==> src/rtl/mp_glue_pkg.sv <==
package mp_glue_pkg;

  localparam int DEC_W = 6;

  localparam logic [DEC_W-1:0] OFS_HALT  = 6'd0;
  localparam logic [DEC_W-1:0] OFS_CPUID = 6'd4;
  localparam logic [DEC_W-1:0] OFS_IRQ   = 6'd8;
  localparam logic [DEC_W-1:0] OFS_COUNT = 6'd12;

  typedef enum logic [1:0] {
    SZ_BYTE = 2'd0,
    SZ_HALF = 2'd1,
    SZ_WORD = 2'd2
  } busSize_e;

  typedef struct packed {
    logic haltWr;
    logic irqWr;
    logic irqWide;
    logic rdId;
    logic rdCount;
    logic rdAny;
  } ctrlStrb_t;

endpackage

==> src/rtl/mp_glue_ctrl.sv <==
module mp_glue_ctrl
  import mp_glue_pkg::*;
#(
  parameter int ADDR_W = 8
) (
  input  logic              busValid,
  input  logic              busWrite,
  input  logic [ADDR_W-1:0] busAddr,
  input  logic [1:0]        busSize,
  output ctrlStrb_t         strb
);

  logic [DEC_W-1:0] offs;
  logic             wrAcc;
  logic             rdAcc;

  assign offs  = busAddr[DEC_W-1:0];
  assign wrAcc = busValid && busWrite;
  assign rdAcc = busValid && !busWrite;

  generate
    if (ADDR_W > DEC_W) begin : g_hi
      logic unusedHiAddr;
      assign unusedHiAddr = ^busAddr[ADDR_W-1:DEC_W];
    end
  endgenerate

  always_comb begin
    strb         = '0;
    strb.haltWr  = wrAcc && (offs == OFS_HALT);
    strb.irqWr   = wrAcc && (offs == OFS_IRQ);
    strb.irqWide = busSize != SZ_BYTE;
    strb.rdId    = rdAcc && (offs == OFS_CPUID);
    strb.rdCount = rdAcc && (offs == OFS_COUNT);
    strb.rdAny   = rdAcc;
  end

endmodule

==> src/rtl/mp_glue_dp.sv <==
module mp_glue_dp
  import mp_glue_pkg::*;
#(
  parameter int NUM_CPU = 4,
  parameter int DATA_W  = 32,
  parameter int ID_W    = 4
) (
  input  logic               clk,
  input  logic               rstN,
  input  ctrlStrb_t          strb,
  input  logic [DATA_W-1:0]  busWdata,
  input  logic [ID_W-1:0]    busReqId,
  input  logic [7:0]         cpuCountCfg,
  output logic [DATA_W-1:0]  busRdata,
  output logic               rdValid,
  output logic [NUM_CPU-1:0] irqLevel,
  output logic               haltPulse,
  output logic [7:0]         exitCode
);

  localparam logic [7:0] CPU_LIMIT = 8'(NUM_CPU);

  logic [7:0]        portSel;
  logic [7:0]        levelByte;
  logic              newLevel;
  logic              portOk;
  logic [DATA_W-1:0] rdMux;
  logic              unusedWdata;

  assign portSel     = busWdata[7:0];
  assign levelByte   = busWdata[15:8];
  assign newLevel    = strb.irqWide && (levelByte != 8'd0);
  assign portOk      = (portSel < CPU_LIMIT) && (portSel < cpuCountCfg);
  assign unusedWdata = ^busWdata[DATA_W-1:16];

  generate
    for (genvar i = 0; i < NUM_CPU; i++) begin : g_irq
      always_ff @(posedge clk) begin
        if (!rstN) begin
          irqLevel[i] <= 1'b0;
        end else if (strb.irqWr && portOk && (portSel == 8'(i))) begin
          irqLevel[i] <= newLevel;
        end
      end
    end
  endgenerate

  always_ff @(posedge clk) begin
    if (!rstN) begin
      haltPulse <= 1'b0;
      exitCode  <= 8'd0;
    end else begin
      haltPulse <= strb.haltWr;
      if (strb.haltWr) exitCode <= busWdata[7:0];
    end
  end

  always_comb begin
    rdMux = '0;
    if (strb.rdId)         rdMux = DATA_W'(busReqId);
    else if (strb.rdCount) rdMux = DATA_W'(cpuCountCfg);
  end

  always_ff @(posedge clk) begin
    if (!rstN) begin
      rdValid  <= 1'b0;
      busRdata <= '0;
    end else begin
      rdValid  <= strb.rdAny;
      busRdata <= rdMux;
    end
  end


  irq_limit_chk: assert property (@(posedge clk) disable iff (!rstN)
    (strb.irqWr && !portOk) |=> $stable(irqLevel));


  rd_nohalt_chk: assert property (@(posedge clk) disable iff (!rstN)
    strb.rdAny |=> !haltPulse);

endmodule

==> src/rtl/mp_glue_regs.sv <==
module mp_glue_regs
  import mp_glue_pkg::*;
#(
  parameter int NUM_CPU = 4,
  parameter int ADDR_W  = 8,
  parameter int DATA_W  = 32,
  parameter int ID_W    = 4
) (
  input  logic               clk,
  input  logic               rstN,
  input  logic               busValid,
  input  logic               busWrite,
  input  logic [ADDR_W-1:0]  busAddr,
  input  logic [1:0]         busSize,
  input  logic [DATA_W-1:0]  busWdata,
  input  logic [ID_W-1:0]    busReqId,
  input  logic [7:0]         cpuCountCfg,
  output logic [DATA_W-1:0]  busRdata,
  output logic               rdValid,
  output logic [NUM_CPU-1:0] irqLevel,
  output logic               haltPulse,
  output logic [7:0]         exitCode
);

  ctrlStrb_t strb;

  mp_glue_ctrl #(.ADDR_W(ADDR_W)) u_ctrl (
    .busValid(busValid),
    .busWrite(busWrite),
    .busAddr (busAddr),
    .busSize (busSize),
    .strb    (strb)
  );

  mp_glue_dp #(.NUM_CPU(NUM_CPU), .DATA_W(DATA_W), .ID_W(ID_W)) u_dp (
    .clk        (clk),
    .rstN       (rstN),
    .strb       (strb),
    .busWdata   (busWdata),
    .busReqId   (busReqId),
    .cpuCountCfg(cpuCountCfg),
    .busRdata   (busRdata),
    .rdValid    (rdValid),
    .irqLevel   (irqLevel),
    .haltPulse  (haltPulse),
    .exitCode   (exitCode)
  );

  logic [DEC_W-1:0] chkOffs;
  logic             chkIrqWr;
  assign chkOffs  = busAddr[DEC_W-1:0];
  assign chkIrqWr = busValid && busWrite && (chkOffs == OFS_IRQ);


  halt_src_chk: assert property (@(posedge clk) disable iff (!rstN)
    haltPulse |-> $past(busValid && busWrite && (chkOffs == OFS_HALT)));


  halt_code_chk: assert property (@(posedge clk) disable iff (!rstN)
    haltPulse |-> (exitCode == $past(busWdata[7:0])));


  rd_id_chk: assert property (@(posedge clk) disable iff (!rstN)
    (busValid && !busWrite && (chkOffs == OFS_CPUID))
      |=> (rdValid && (busRdata == DATA_W'($past(busReqId)))));


  irq_hold_chk: assert property (@(posedge clk) disable iff (!rstN)
    !chkIrqWr |=> $stable(irqLevel));


  rd_zero_chk: assert property (@(posedge clk) disable iff (!rstN)
    (busValid && !busWrite && (chkOffs != OFS_CPUID) && (chkOffs != OFS_COUNT))
      |=> (rdValid && (busRdata == '0)));

endmodule

==> config.mk <==
export PLATFORM = sky130hd
export DESIGN_NAME = mp_glue_regs
export DESIGN_NICKNAME = d
export VERILOG_FILES = /design/src/rtl/mp_glue_pkg.sv /design/src/rtl/mp_glue_ctrl.sv /design/src/rtl/mp_glue_dp.sv /design/src/rtl/mp_glue_regs.sv
export SDC_FILE = /design/constraint.sdc
export NUM_CORES = 1
export LEC_CHECK = 0
export ABC_AREA = 1
export ABC_CLOCK_PERIOD_IN_PS = 3100
export BUFFER_PORTS_ARGS = -buffer_cell sky130_fd_sc_hd__buf_2
export CAP_MARGIN = 20
export CORE_AREA = 2 2 60 62
export DETAILED_ROUTE_END_ITERATION = 8
export DIE_AREA = 0 0 62 64
export PLACE_DENSITY_LB_ADDON = 0.12
export SETUP_SLACK_MARGIN = 0.4
export SLEW_MARGIN = 20
export SYNTH_ARGS = -nofsm -noshare
export SYNTH_HDL_FRONTEND = slang
export SYNTH_HIERARCHICAL = 1
export SYNTH_SLANG_ARGS = --single-unit
==> constraint.sdc <==
create_clock -name clk -period 3.1 [get_ports clk]
set_clock_uncertainty 0.05 [all_clocks]
set_input_delay 0.62 -clock clk [delete_from_list [all_inputs] [get_ports clk]]
set_output_delay 0.62 -clock clk [all_outputs]
set_load 0.01 [all_outputs]
==> Word level (Yosys, flattened, before mapping) <==
Cells that the tools add are included.
Widths: inputs -> output; s select.
{ "word_totals": {"regBits": 46, "latchBits": 0, "mem_bits_rw": 0, "mem_bits_ro": 0, "out_inout_bits": 46, "wordCells": 42, "mem_count": 0} }
{ "classes": {"add_sub_neg": 0, "multipliers": 0, "n_div": 0, "n_lt_le_gt_ge": 2, "n_eq_ne": 6, "shifts": 0, "n_mux": 2, "bitwise": 2, "n_reduce_logical": 20} }
{ "ops": {"columns": ["cell", "n"], "rows": [
  ["$eq 8x2->1 const B", 2],
  ["$logic_and 1x1->1", 13],
  ["$eq 6x4->1 const B", 2],
  ["$eq 8x1->1 const B", 1],
  ["$logic_not 8->1", 1],
  ["$lt 8x3->1 const B", 1],
  ["$lt 8x8->1", 1],
  ["$mux 4", 2],
  ["$reduce_bool 8->1", 1],
  ["$eq 6x3->1 const B", 1],
  ["$logic_not 6->1", 1],
  ["$reduce_or 3->1", 1],
  ["$not 1->1", 2],
  ["$reduce_bool 2->1", 1],
  ["$reduce_or 2->1", 1],
  ["$logic_not 1->1", 1]
]} }

==> Depth between registers and ports, before layout <==
Gate-level depths: netlist of the first run.
{ "depth": {"word_depth": 5, "ltp_mapped": 13} }

==> By module <==
The synthesis of the first run kept the hierarchy.
{ "modules_own_cells": {"columns": ["mod", "n_inst", "cells_per_inst", "area_each_um2", "seq_area_each_um2"], "rows": [
  ["mp_glue_dp", 1, 172, 1242.4, 440.4],
  ["mp_glue_ctrl", 1, 24, 106.4, 0.0]
]} }

==> Least setup slack after synthesis of the first run <==
OpenSTA, ideal clock, no wires.
{ "synth_path": {"path_type": "input-to-reg", "from": "in cpuCountCfg[7]", "to": "reg u_dp.irqLevel[0]", "setup_ps": 64, "t_arrival_ps": 1603, "required_time_ps": 2986, "slack_ps": 1383, "cell_stages": 9, "cell_sequence": "inv_1 > ha_1 > nand2_1 > nand4_1 > nor2_8 > nand3_1 > nand2_1 > inv_1 > nor2_1"} }
{ "synth_between": {"elab_chain_cells": 4} }
{ "synth_rtl": {"columns": ["element", "line_no", "source"], "rows": [
  ["start, declared", "mp_glue_regs.sv:17", "input logic [7:0] cpuCountCfg,"],
  ["$lt 8x8->1", "mp_glue_dp.sv:33", "assign portOk = (portSel < CPU_LIMIT) && (portSel < cpuCountCfg);"],
  ["$logic_and 1x1->1", "mp_glue_dp.sv:33", null],
  ["$logic_and 1x1->1 (2 in series)", "mp_glue_dp.sv:41", "end else if (strb.irqWr && portOk && (portSel == 8'(i))) begin"],
  ["end signal, assigned by index", "mp_glue_dp.sv:42", "irqLevel[i] <= newLevel;"],
  ["end, declared", "mp_glue_dp.sv:16", "output logic [NUM_CPU-1:0] irqLevel,"]
]} }
Every way passes these cells.
A chain may end at the register's enable or synchronous reset.

==> Worst setup path after layout of the first run <==
{ "layout_path": {"from": "in busWdata[7]", "to": "reg u_dp.irqLevel[2]"} }
{ "layout_between": {"elab_chain_cells": 4, "elab_cells_between_ends": 6} }
{ "layout_rtl": {"columns": ["element", "line_no", "source"], "rows": [
  ["start, declared", "mp_glue_regs.sv:15", "input logic [DATA_W-1:0] busWdata,"],
  ["$lt 8x3->1 / $lt 8x8->1 (equally long branches)", "mp_glue_dp.sv:33", null],
  ["$logic_and 1x1->1", "mp_glue_dp.sv:33", null],
  ["$logic_and 1x1->1", "mp_glue_dp.sv:41", null],
  ["$logic_and 1x1->1 *", "mp_glue_dp.sv:41", null]
]} }
Every way passes the cells marked *; elsewhere a longest branch is shown, timed or not.

==> results of run 1 <==
## power groups by stage
stage          logic, uW  registers, uW  clock network [uW]
3_3_place_gp        93.1            290                   0
4_1_cts             94.3            284                 133
6_report            93.4            284                 122
3_5_place_dp        94.1            290                   0
5_1_grt              109            284                 146
2_1_floorplan       78.5            291                   0
## metrics by stage
stage	setup slack, ns	hold WS [ns]	std cells	area, um^2	power (uW)
final	1.47	0.455	302	1630	500
after global routing	1.34	0.492	302	1630	540
after CTS	1.46	0.466	302	1630	511
after detailed placement	1.15	0.437	299	1610	384
after global placement	1.18	0.434	299	1610	384
after floorplan	1.38	0.480	219	1440	370
## cells by family (layout without fill, tap and decap cells)
group	count (synthesis)	in the layout	synth area share [%]
flops	22	22	32.7
compound gates	19	19	7.33
other cells	1	24	0.278
buf+inv	62	99	24.3
fa+ha+maj	7	7	6.49
simple gates	85	85	28.9
## area by class of cell
cell class              instances  share of cell area, %
inverters                      34                   7.84
repair buffers                 62                   19.2
flip-flops and latches         22                   27.1
multi-input cells             135                   41.0
clock buffers                   3                   1.38
well taps                      46                   3.54
## worst max path at each step
stage               slack, ns  cells past startpoint           start                             to
floorplan                1.38                      9  cpuCountCfg[7]  u_dp/irqLevel[0]$_SDFFE_PN0P_
global placement         1.18                      9     busWdata[7]  u_dp/irqLevel[0]$_SDFFE_PN0P_
detailed placement       1.15                      9     busWdata[7]  u_dp/irqLevel[2]$_SDFFE_PN0P_
CTS                      1.46                      9     busWdata[7]  u_dp/irqLevel[2]$_SDFFE_PN0P_
global route             1.34                      9     busWdata[7]  u_dp/irqLevel[2]$_SDFFE_PN0P_
finish                   1.47                      9     busWdata[7]  u_dp/irqLevel[2]$_SDFFE_PN0P_
## worst max-delay path, cell delays in order
cell,delay [ns]
buf_2,0.12
ha_1,0.31
nand2_1,0.09
nand4_1,0.21
nor2_8,0.19
nand3_1,0.09
nand2_1,0.06
inv_1,0.03
nor2_1,0.09
## layer usage
metal	part of all wire, %	vias to the layer above	global-route usage (%)
met4	0	0	5.59
met1	43	511	19.1
li1	-	672	-
met3	5.6	0	2.02
met5	0	-	0
met2	51	40	23.4
## sequential cells by signal, indices dropped and copies added, names as in the netlist
register        count
u_dp/irqLevel       4
u_dp/haltPulse      1
u_dp/rdValid        1
u_dp/exitCode       8
u_dp/busRdata       8
## placed cells by master (no fill, tap or decap), types with 2 or more instances in the layout
cell and n:
conb_1 24, ha_1 7, nand2_1 30, nand4_1 6, inv_1 32, dfxtp_1 22
buf_2 61, o21ai_0 12, a21oi_1 6, nor2_1 32, clkbuf_4 3, inv_2 2
nand3_1 9
==> results by group, run 1 <==
Run status
  – Outcome: finished, final reports clean

Cells and area
  – Fill cell count: 359
  – Area Growth Syn to Fin: 20.7%
  – N_diodes: 0
  – Multi-input logic area: 667 um^2
  – Layout cells sized above 1: 28.9%
  – Final nets: 323
  – Final core utilization: 49.6%
  – Register Area: 440 um^2

Clock network
  – Root Driver: clkbuf_4
  – CTS Sinks: 22
  – Post_cts resized: 0
  – Setup bufs post-CTS: 0
  – Clock Path Buffers: 2
  – Worst-path clk slew: 0.11 ns
  – CTS H-Tree Depth: 1
  – CTS Buf Count: 3
  – CTS tree: yes
  – CTS hold repair buffers: 0
  – Clk_lat worst skew: 0.29 ns

GRT
  – GRT Overall Usage: 14.6%
  – Number of global-route vias before repair: 1054
  – Initial antenna violation count: 0
  – Total gr overflow: 0
  – First-pass GRT wire length: 4390 um
  – Largest net degree at the start of global routing: 20

Synthesis
  – Post-synth top area share: 32.7%
  – Synth async-reset ratio: 0%
  – Yosys warning count: 6
  – Leading area contributor after synthesis: dfxtp_1
  – Synth unique cells: 23
  – Register area share after synthesis: 32.7%
  – Synth top area cells: dfxtp_1 33%, buf_4 14%, inv_1 8.9%, nor2_1 8.9%, nand2_1 8.3%
  – Post-Syn Area: 0.00135 mm^2
  – Synth Instances: 196
  – Most frequent cells after synthesis: 32 x inv_1, 32 x nor2_1, 30 x nand2_1, 25 x buf_4, 22 x dfxtp_1
  – Post-synthesis register bit count: 22
  – Ys flop type: dfxtp_1
  – Synthesized area per cell: 6.88 um^2
  – EDFF count, synth: 0

Setup path
  – R2R Path Start: u_dp/irqLevel[2]$_SDFFE_PN0P_
  – CP Data Required Time: 3.28 ns
  – WP data arrival: 1.81 ns
  – Maximum fanout along the worst path: 7
  – Worst setup EP type: register
  – Flop2flop setup slack: 2.40 ns
  – Reg2reg end: u_dp/irqLevel[2]$_SDFFE_PN0P_
  – CP Class: in -> reg
  – Worst r2r path cells: 4
  – Critical path startpoint category: input port

Worst hold path
  – Hold_sp: u_dp/exitCode[3]$_SDFFE_PN0P_
  – Worst hold-check path type: reg -> reg
  – Hold EP: u_dp/exitCode[3]$_SDFFE_PN0P_
  – Hold path depth: 2

Die
  – Core Box Area: 0.00328 mm^2
  – Ports: 104
  – Total die area: 0.00397 mm^2
  – Rows: 21
  – Starting Density: 41.1%
  – Die Height: 64 um
  – Die width: 62 um

Route
  – Vias per cell: 4.05
  – Wirelength per Cell: 8.91 um
  – Initial DRC count: 29
  – Vias: 1223
  – Antenna-violating nets left: 0
  – Pre-antenna DRT Iters: 4
  – Post-Route WL: 2690 um
  – Drt drc: 0

STA
  – RSZ-0062 raised after global routing: false
  – Tmin final: 1.63 ns
  – Final Hold Fails: 0
  – Final worst-path cycle share: 52.6%
  – Pins over their slew limit: 0
  – Fmax: 0.614 GHz
  – # setup viols final: 0
  – TNS Setup: 0 ns

Power and ir drop
  – PwrDens: 307 mW/mm^2
  – Sw frac: 27.1%
  – Comb power frac: 18.7%
  – Psw: 135 uW
  – Clock Power Share: 24.5%
  – Reg power frac: 56.8%
  – VDD IR max: 0.130 mV
  – P_leak: 0.000995 uW
  – Int Pwr: 365 uW

Place
  – Port bufs: 61
  – GPL Wtd Cong: 0.771
  – Post-DP HPWL: 2230 um

Flow run
  – Max-Cap Viols: 0
(Power assumes the default switching activity.)
==> inputs of run 2 (changes only) <==
--- a/config.mk
+++ b/config.mk
@@ -5,13 +5,13 @@
 export SDC_FILE = /design/constraint.sdc
 export NUM_CORES = 1
 export LEC_CHECK = 0
-export ABC_AREA = 1
-export ABC_CLOCK_PERIOD_IN_PS = 3100
+export ABC_AREA = 0
+export ABC_CLOCK_PERIOD_IN_PS = 1500
 export BUFFER_PORTS_ARGS = -buffer_cell sky130_fd_sc_hd__buf_2
 export CAP_MARGIN = 20
-export CORE_AREA = 2 2 60 62
+export CORE_AREA = 2 2 61 63
 export DETAILED_ROUTE_END_ITERATION = 8
-export DIE_AREA = 0 0 62 64
+export DIE_AREA = 0 0 63 65
 export PLACE_DENSITY_LB_ADDON = 0.12
 export SETUP_SLACK_MARGIN = 0.4
 export SLEW_MARGIN = 20
==> constraint.sdc (replaced) <==
create_clock -name clk -period 1.5 [get_ports clk]
set_clock_uncertainty 0.05 [all_clocks]
set_input_delay 0.3 -clock clk [delete_from_list [all_inputs] [get_ports clk]]
set_output_delay 0.3 -clock clk [all_outputs]
set_load 0.01 [all_outputs]
==> run 2 against run 1 <==
The run now ends with negative setup slack left. Final cell count decreased by 12%. Total power increased by 130%. Via count decreased by 3.4%. Global-route usage increased by 0.90 points. Non-clock buffer count increased by 19. Sequential power increased by 110%. Register-to-register slack got worse by 1.6 ns. Utilization increased by 5.5 points. Synthesized area decreased by 6.9%. Final area increased by 18%. First-iteration DRC count decreased by 6.9%. Critical endpoint unchanged. Largest cell class unchanged.
==> results by group, run 2 <==
Power and ir drop
  – VDD IR max: 0.335 mV (+160%)
  – Sw frac: 25.6% (-1.5 points)
  – Comb power frac: 19.8% (+1.1 points)
  – Reg power frac: 51.8% (-5.0 points)
  – Int Pwr: 843 uW (+130%)
  – Psw: 290 uW (+110%)
  – P_leak: 0.000938 uW (-5.7%)
  – PwrDens: 589 mW/mm^2 (+92%)
  – Clock Power Share: 28.4% (+3.9 points)

Synthesis
  – Post-synthesis adder-cell area fraction: 6.97% (+0.48 points)
  – Post-synth top area share: 35.1% (+2.4 points)
  – Compound-gate portion of the synthesized area: 5.18% (-2.1 points)
  – Count leader, synth: buf_4
  – Synth Instances: 137 (-30%)
  – Leading area contributor after synthesis: dfxtp_1
  – Synth unique cells: 30 (+30%)
  – Synthesized area per cell: 9.17 um^2 (+33%)
  – Mux share of post-synthesis cell area: 9.56% (+9.6 points)
  – Post-synthesis register bit count: 22 (unchanged)
  – Synth Area in Simple Gates: 25.0% (-3.9 points)
  – Post-Syn Area: 0.00126 mm^2 (-6.9%)
  – Register area share after synthesis: 35.1% (+2.4 points)
  – Ys flop type: dfxtp_1
  – Yosys warning count: 6 (unchanged)
  – EDFF count, synth: 0 (unchanged)
  – Most frequent cells after synthesis: 25 x buf_4, 22 x dfxtp_1, 12 x mux2i_1, 12 x nand2_1, 12 x nor2b_1
  – Xor/xnor share of the synthesized area: 0% (unchanged)
  – Synth async-reset ratio: 0% (unchanged)
  – Largest family of logic cells by synthesized area: simple AND/OR/NAND/NOR gates
  – Synth top area cells: dfxtp_1 35%, buf_4 15%, mux2i_1 9.6%, ha_1 7.0%, nor2b_1 6.0%

Route
  – Vias: 1182 (-3.4%)
  – Wirelength per Cell: 12.0 um (+35%)
  – Vias per cell: 4.46 (+10%)
  – Initial DRC count: 27 (-6.9%)
  – Post-Route WL: 3180 um (+18%)
  – Drt drc: 0 (unchanged)
  – Pre-antenna DRT Iters: 4 (unchanged)
  – Antenna-violating nets left: 0 (unchanged)

GRT
  – Initial antenna violation count: 0 (unchanged)
  – GRT Overall Usage: 15.5% (+0.90 points)
  – Number of global-route vias before repair: 1145 (+8.6%)
  – First-pass GRT wire length: 5030 um (+15%)
  – Total gr overflow: 0 (unchanged)
  – Largest net degree at the start of global routing: 24 (+20%)

Cells and area
  – Layout cells sized above 1: 52.5% (+24 points)
  – Fill cell count: 341 (-5.0%)
  – Most frequent cells in the layout: 43 x buf_2, 27 x buf_6, 24 x conb_1, 16 x dfxtp_2
  – N_diodes: 0 (unchanged)
  – Design area: 0.00192 mm^2 (+18%)
  – Final core utilization: 55.0% (+5.5 points)
  – Biggest regs: u_dp/busRdata (8), u_dp/exitCode (8), u_dp/irqLevel (4)
  – Area Growth Syn to Fin: 53.2%
  – Final nets: 283 (-12%)
  – Most common cell after layout, fill and taps aside: buf_2

Place
  – Post-DP HPWL: 2470 um (+11%)
  – GPL Wtd Cong: 0.771 (about the same)
  – Port bufs: 61 (unchanged)
  – Placed inst area: 0.00164 mm^2 (+1.9%)

Setup path
  – CP Data Required Time: 1.65 ns (-1.63 ns)
  – Worst setup EP type: register
  – CP Class: in -> reg
  – Maximum fanout along the worst path: 4 (-3)
  – Critical path startpoint category: input port
  – WP data arrival: 1.89 ns (+0.08 ns)

Clock network
  – Worst-path clk slew: 0.12 ns (about the same)
  – Clk_lat worst skew: 0.30 ns (about the same)
  – CTS Buf Count: 3 (unchanged)
  – CTS H-Tree Depth: 1 (unchanged)
  – Clock Path Buffers: 2 (unchanged)
  – Root Driver: clkbuf_4
  – CTS Sinks: 22 (unchanged)
  – CTS tree: yes

STA
  – RSZ-0062 raised after global routing: true
  – Pins over their slew limit: 0 (unchanged)
  – Fmax: 0.574 GHz
  – TNS Setup: -3.80 ns (-3.80 ns)
  – Final Hold Fails: 0 (unchanged)
  – # setup viols final: 21 (+21)
  – Final worst-path cycle share: 116%
  – Tmin final: 1.74 ns
  – Setup ws final: -0.241 ns (-1.71 ns)

Die
  – Rows: 22 (+4.8%)
  – Starting Density: 35.9% (-5.1 points)
  – Die width: 63 um (+1.6%)
  – Core Box Area: 0.00350 mm^2 (+6.4%)
  – Die Height: 65 um (+1.6%)
  – Ports: 104 (unchanged)
  – Total die area: 0.00410 mm^2 (+3.2%)

Worst hold path
  – Worst hold-check path type: in -> reg

Run status
  – Failing checks: negative setup slack
  – Outcome: finished, violations left

Flow run
  – Max-Cap Viols: 0 (unchanged)
[run 2: changes by cell type after synthesis, moves of 4 or more]
cell,delta
a21oi_1,-6
nand4_1,-5
nor2_1,-31
and2_1,+4
inv_1,-25
nor2b_1,+12
mux2i_1,+12
and3_1,+5
nand3_1,-7
nor4_1,+4
o21ai_0,-10
nand2_1,-18
[run 2: logic make-up (layout without fill, tap and decap cells)]
kind of cell             count (synthesis)  in the layout
multiplexers                            12             12
AND/OR/NAND/NOR                         51             51
flip-flops                              22             22
adder cells (fa/ha/maj)                  7              7
other                                    1             24
buffers and inverters                   35             92
AO/OA/AOI/OAI                            9              9
[run 2: path summary, 6_finish.rpt]
path	start	end	slack, ns	cells after the start
max	busAddr[5]	u_dp/irqLevel[2]$_SDFFE_PN0P_	-0.24	7
min	cpuCountCfg[7]	u_dp/busRdata[7]$_SDFF_PP0_	0.20	2
max reg2reg	u_dp/exitCode[1]$_SDFFE_PN0P_	u_dp/exitCode[1]$_SDFFE_PN0P_	0.83	2
min reg2reg	u_dp/irqLevel[0]$_SDFFE_PN0P_	u_dp/irqLevel[0]$_SDFFE_PN0P_	0.43	2
[run 2: critical path, stage by stage]
cell and delay (ns):
buf_6 0.09, or4_4 0.54, nor4b_2 0.23, nor4b_2 0.23, and3_4 0.24, nand4b_1 0.11
mux2i_1 0.14
[run 2: power groups by stage]
stage          Sequential [uW]  Combinational (uW)  Clock, uW
3_3_place_gp               600                 188          0
6_report                   587                 224        322
2_1_floorplan              601                 130          0
3_5_place_dp               600                 195          0
4_1_cts                    586                 216        338
5_1_grt                    587                 246        371
[run 2: layer usage]
layer / up-vias / GRT usage, % / share of wire, %
met2: 44 / 26.9 / 51
met1: 547 / 18.0 / 40
met5: - / 0 / 0
met3: 8 / 3.65 / 6.2
met4: 0 / 6.94 / 2.6
li1: 583 / - / -
[run 2: stage by stage]
step / hold WS, ns / setup WS [ns] / cells / power, uW
after floorplan: 0.403 / -0.370 / 160 / 731
final: 0.202 / -0.241 / 265 / 1130
after global routing: 0.179 / -0.289 / 265 / 1200
after detailed placement: 0.399 / -0.616 / 253 / 794
after CTS: 0.192 / -0.238 / 263 / 1140
after global placement: 0.405 / -0.572 / 253 / 788
[run 2: area by class of cell]
class,instances,area [um^2],share of cell area [%]
inverter,7,26.3,1.37
sequential,22,460,23.9
multi-input combinational,103,739,38.4
clock buffer,4,36.3,1.89
timing repair buffer,81,602,31.3
tap,48,60.1,3.12
[run 2: repair_timing]
item                                    in CTS  in global routing
gates cloned                                 1                  0
setup buffers                                5                  2
endpoints found under the setup margin      43                 43
pin swaps                                    5                  6
hold buffers                                 0                  0
resized for setup                           33                 17
==> inputs of run 3 (changes only) <==
--- a/config.mk
+++ b/config.mk
@@ -13,7 +13,6 @@
 export DETAILED_ROUTE_END_ITERATION = 8
 export DIE_AREA = 0 0 63 65
 export PLACE_DENSITY_LB_ADDON = 0.12
-export SETUP_SLACK_MARGIN = 0.4
 export SLEW_MARGIN = 20
 export SYNTH_ARGS = -nofsm -noshare
 export SYNTH_HDL_FRONTEND = slang
==> run 3 against run 2 <==
Total power shrank 8.3%. Sequential power barely moved. Final area decreased by 13%. Maximum frequency grew 1.3%. The flow still finishes with violations (negative setup slack). Hold slack got worse by 0.016 ns. First-iteration DRC count up 85%. Via count decreased by 4.1%. Worst setup slack improved by 0.023 ns. Sequential share of layout area grew 2.4 points. Utilization is 7.2 points lower.
==> results by group, run 3 (same netlist as run 2, synthesis figures left out) <==
STA
  – Fin Hold WS: 0.185 ns (-0.0161 ns)
  – Tmin final: 1.72 ns (-0.0228 ns)
  – Pins over their slew limit: 0 (unchanged)
  – Fmax: 0.582 GHz (+1.3%)
  – # setup viols final: 13 (-38%)
  – TNS Setup: -2.04 ns (+1.77 ns)
  – Setup ws final: -0.218 ns (+0.0228 ns)
  – Final worst-path cycle share: 115% (-1.5 points)
  – Final Hold Fails: 0 (unchanged)
  – RSZ-0062 raised after global routing: true

Cells and area
  – Most common cell after layout, fill and taps aside: buf_2
  – Area Growth Syn to Fin: 33.2%
  – Layout cells sized above 1: 40.5% (-12 points)
  – Most frequent cells in the layout: 60 x buf_2, 24 x conb_1, 22 x dfxtp_1, 13 x buf_4
  – Biggest regs: u_dp/busRdata (8), u_dp/exitCode (8), u_dp/irqLevel (4)
  – N_diodes: 0 (unchanged)
  – Final core utilization: 47.9% (-7.2 points)
  – Design area: 0.00167 mm^2 (-13%)
  – Final nets: 277 (-2.1%)

Setup path
  – WP data arrival: 1.86 ns (-0.03 ns)
  – Critical path startpoint category: input port
  – CP Data Required Time: 1.64 ns (about the same)
  – Critical path, cell by cell: buf_6, or4_4, nor4b_2, nor4b_2, and3_4, nand4b_1, mux2i_1
  – Critical Path Slowest Stage Cell: or4_4
  – Top cell by count, worst path: nor4b_2
  – Worst path max stage delay: 0.54 ns (about the same)
  – Worst setup EP type: register
  – Maximum fanout along the worst path: 4 (unchanged)
  – CP Class: in -> reg

Flow run
  – Max-Cap Viols: 0 (unchanged)

Clock network
  – Clk_lat worst skew: 0.30 ns (about the same)
  – Worst-path clk slew: 0.11 ns (about the same)
  – CTS tree: yes
  – CTS Sinks: 22 (unchanged)
  – CTS Buf Count: 3 (unchanged)
  – CTS hold repair buffers: 0 (unchanged)
  – Clock Path Buffers: 2 (unchanged)
  – CTS H-Tree Depth: 1 (unchanged)
  – Root Driver: clkbuf_4

Route
  – Vias: 1133 (-4.1%)
  – Post-Route WL: 2970 um (-6.7%)
  – Pre-antenna DRT Iters: 4 (unchanged)
  – Drt drc: 0 (unchanged)
  – Antenna-violating nets left: 0 (unchanged)
  – Initial DRC count: 50 (+85%)
  – Wirelength per Cell: 11.5 um (-4.2%)
  – Vias per cell: 4.39 (-1.5%)

Die
  – Starting Density: 35.9% (unchanged)
  – Die Height: 65 um (unchanged)
  – Total die area: 0.00410 mm^2 (unchanged)
  – Die width: 63 um (unchanged)
  – Ports: 104 (unchanged)
  – Core Box Area: 0.00350 mm^2 (unchanged)
  – Rows: 22 (unchanged)

GRT
  – Total gr overflow: 0 (unchanged)
  – Largest net degree at the start of global routing: 24 (unchanged)
  – GRT Overall Usage: 14.1% (-1.4 points)
  – First-pass GRT wire length: 4570 um (-9.2%)
  – Initial antenna violation count: 0 (unchanged)
  – Number of global-route vias before repair: 1044 (-8.8%)

Place
  – GPL Wtd Cong: 0.781 (+1.3%)
  – Post-DP HPWL: 2380 um (-3.7%)
  – Port bufs: 61 (unchanged)
  – Placed inst area: 0.00160 mm^2 (-1.9%)

Run status
  – Failing checks: negative setup slack
  – Outcome: finished, violations left

Worst hold path
  – Worst hold-check path type: in -> reg

Power and ir drop
  – P_leak: 0.000870 uW (-7.3%)
  – Total power: 1040 uW (-8.3%)
  – PwrDens: 621 mW/mm^2 (+5.4%)
  – VDD IR max: 0.213 mV (-37%)
-- run 3: cell types whose count changed in the layout (fill, tap and decap cells not counted), sizes merged --
cell,before,now
buf,81,75
clkbuf,4,3
-- run 3: metal layers --
metal / GRT usage [%] / vias up / routed length (um) / part of all wire, %
li1: - / 572 / - / -
met1: 17.3 / 520 / 1260 / 42
met2: 24.3 / 39 / 1500 / 51
met3: 3.47 / 2 / 192 / 6.5
met4: 4.17 / 0 / 14 / 0.47
met5: 0 / - / 0 / 0
-- run 3: worst paths after layout --
check	startpoint	end	slack, ns	cells past startpoint
hold reg to reg	u_dp/irqLevel[0]$_SDFFE_PN0P_	u_dp/irqLevel[0]$_SDFFE_PN0P_	0.43	2
hold / removal	cpuCountCfg[7]	u_dp/busRdata[7]$_SDFF_PP0_	0.19	2
setup / recovery	busAddr[5]	u_dp/irqLevel[2]$_SDFFE_PN0P_	-0.22	7
setup reg to reg	u_dp/exitCode[7]$_SDFFE_PN0P_	u_dp/exitCode[7]$_SDFFE_PN0P_	0.83	2
-- run 3: worst max-delay path, delay by kind of cell --
family | cells | cell delay [ns]
simple gates | 5 | 1.34
mux | 1 | 0.13
buf+inv | 1 | 0.09
-- run 3: final cells by class --
class	instances	area, um^2
fillers	379	1820
multi-input cells	103	703
flip-flops and latches	22	440
repair buffers	75	420
well taps	48	60.1
inverters	7	26.3
clock buffers	3	22.5
-- run 3: where the power goes --
part | switching [uW] | internal [uW]
Clock | 167 | 93.4
Combinational | 105 | 86.3
Sequential | 0.480 | 586
-- run 3: per-stage QoR --
stage / cells / worst slack, ns
2_1_floorplan: 160 / -0.370
3_3_place_gp: 252 / -0.595
3_5_place_dp: 252 / -0.615
4_1_cts: 257 / -0.232
5_1_grt: 258 / -0.289
6_report: 258 / -0.218
-- run 3: timing repair --
item                                    CTS  global route
hold endpoints to repair                  0             0
endpoints found under the setup margin   12            13
pin swaps                                 0             1
gates cloned                              1             0
gates resized for setup                   5             1
setup buffers                             1             1
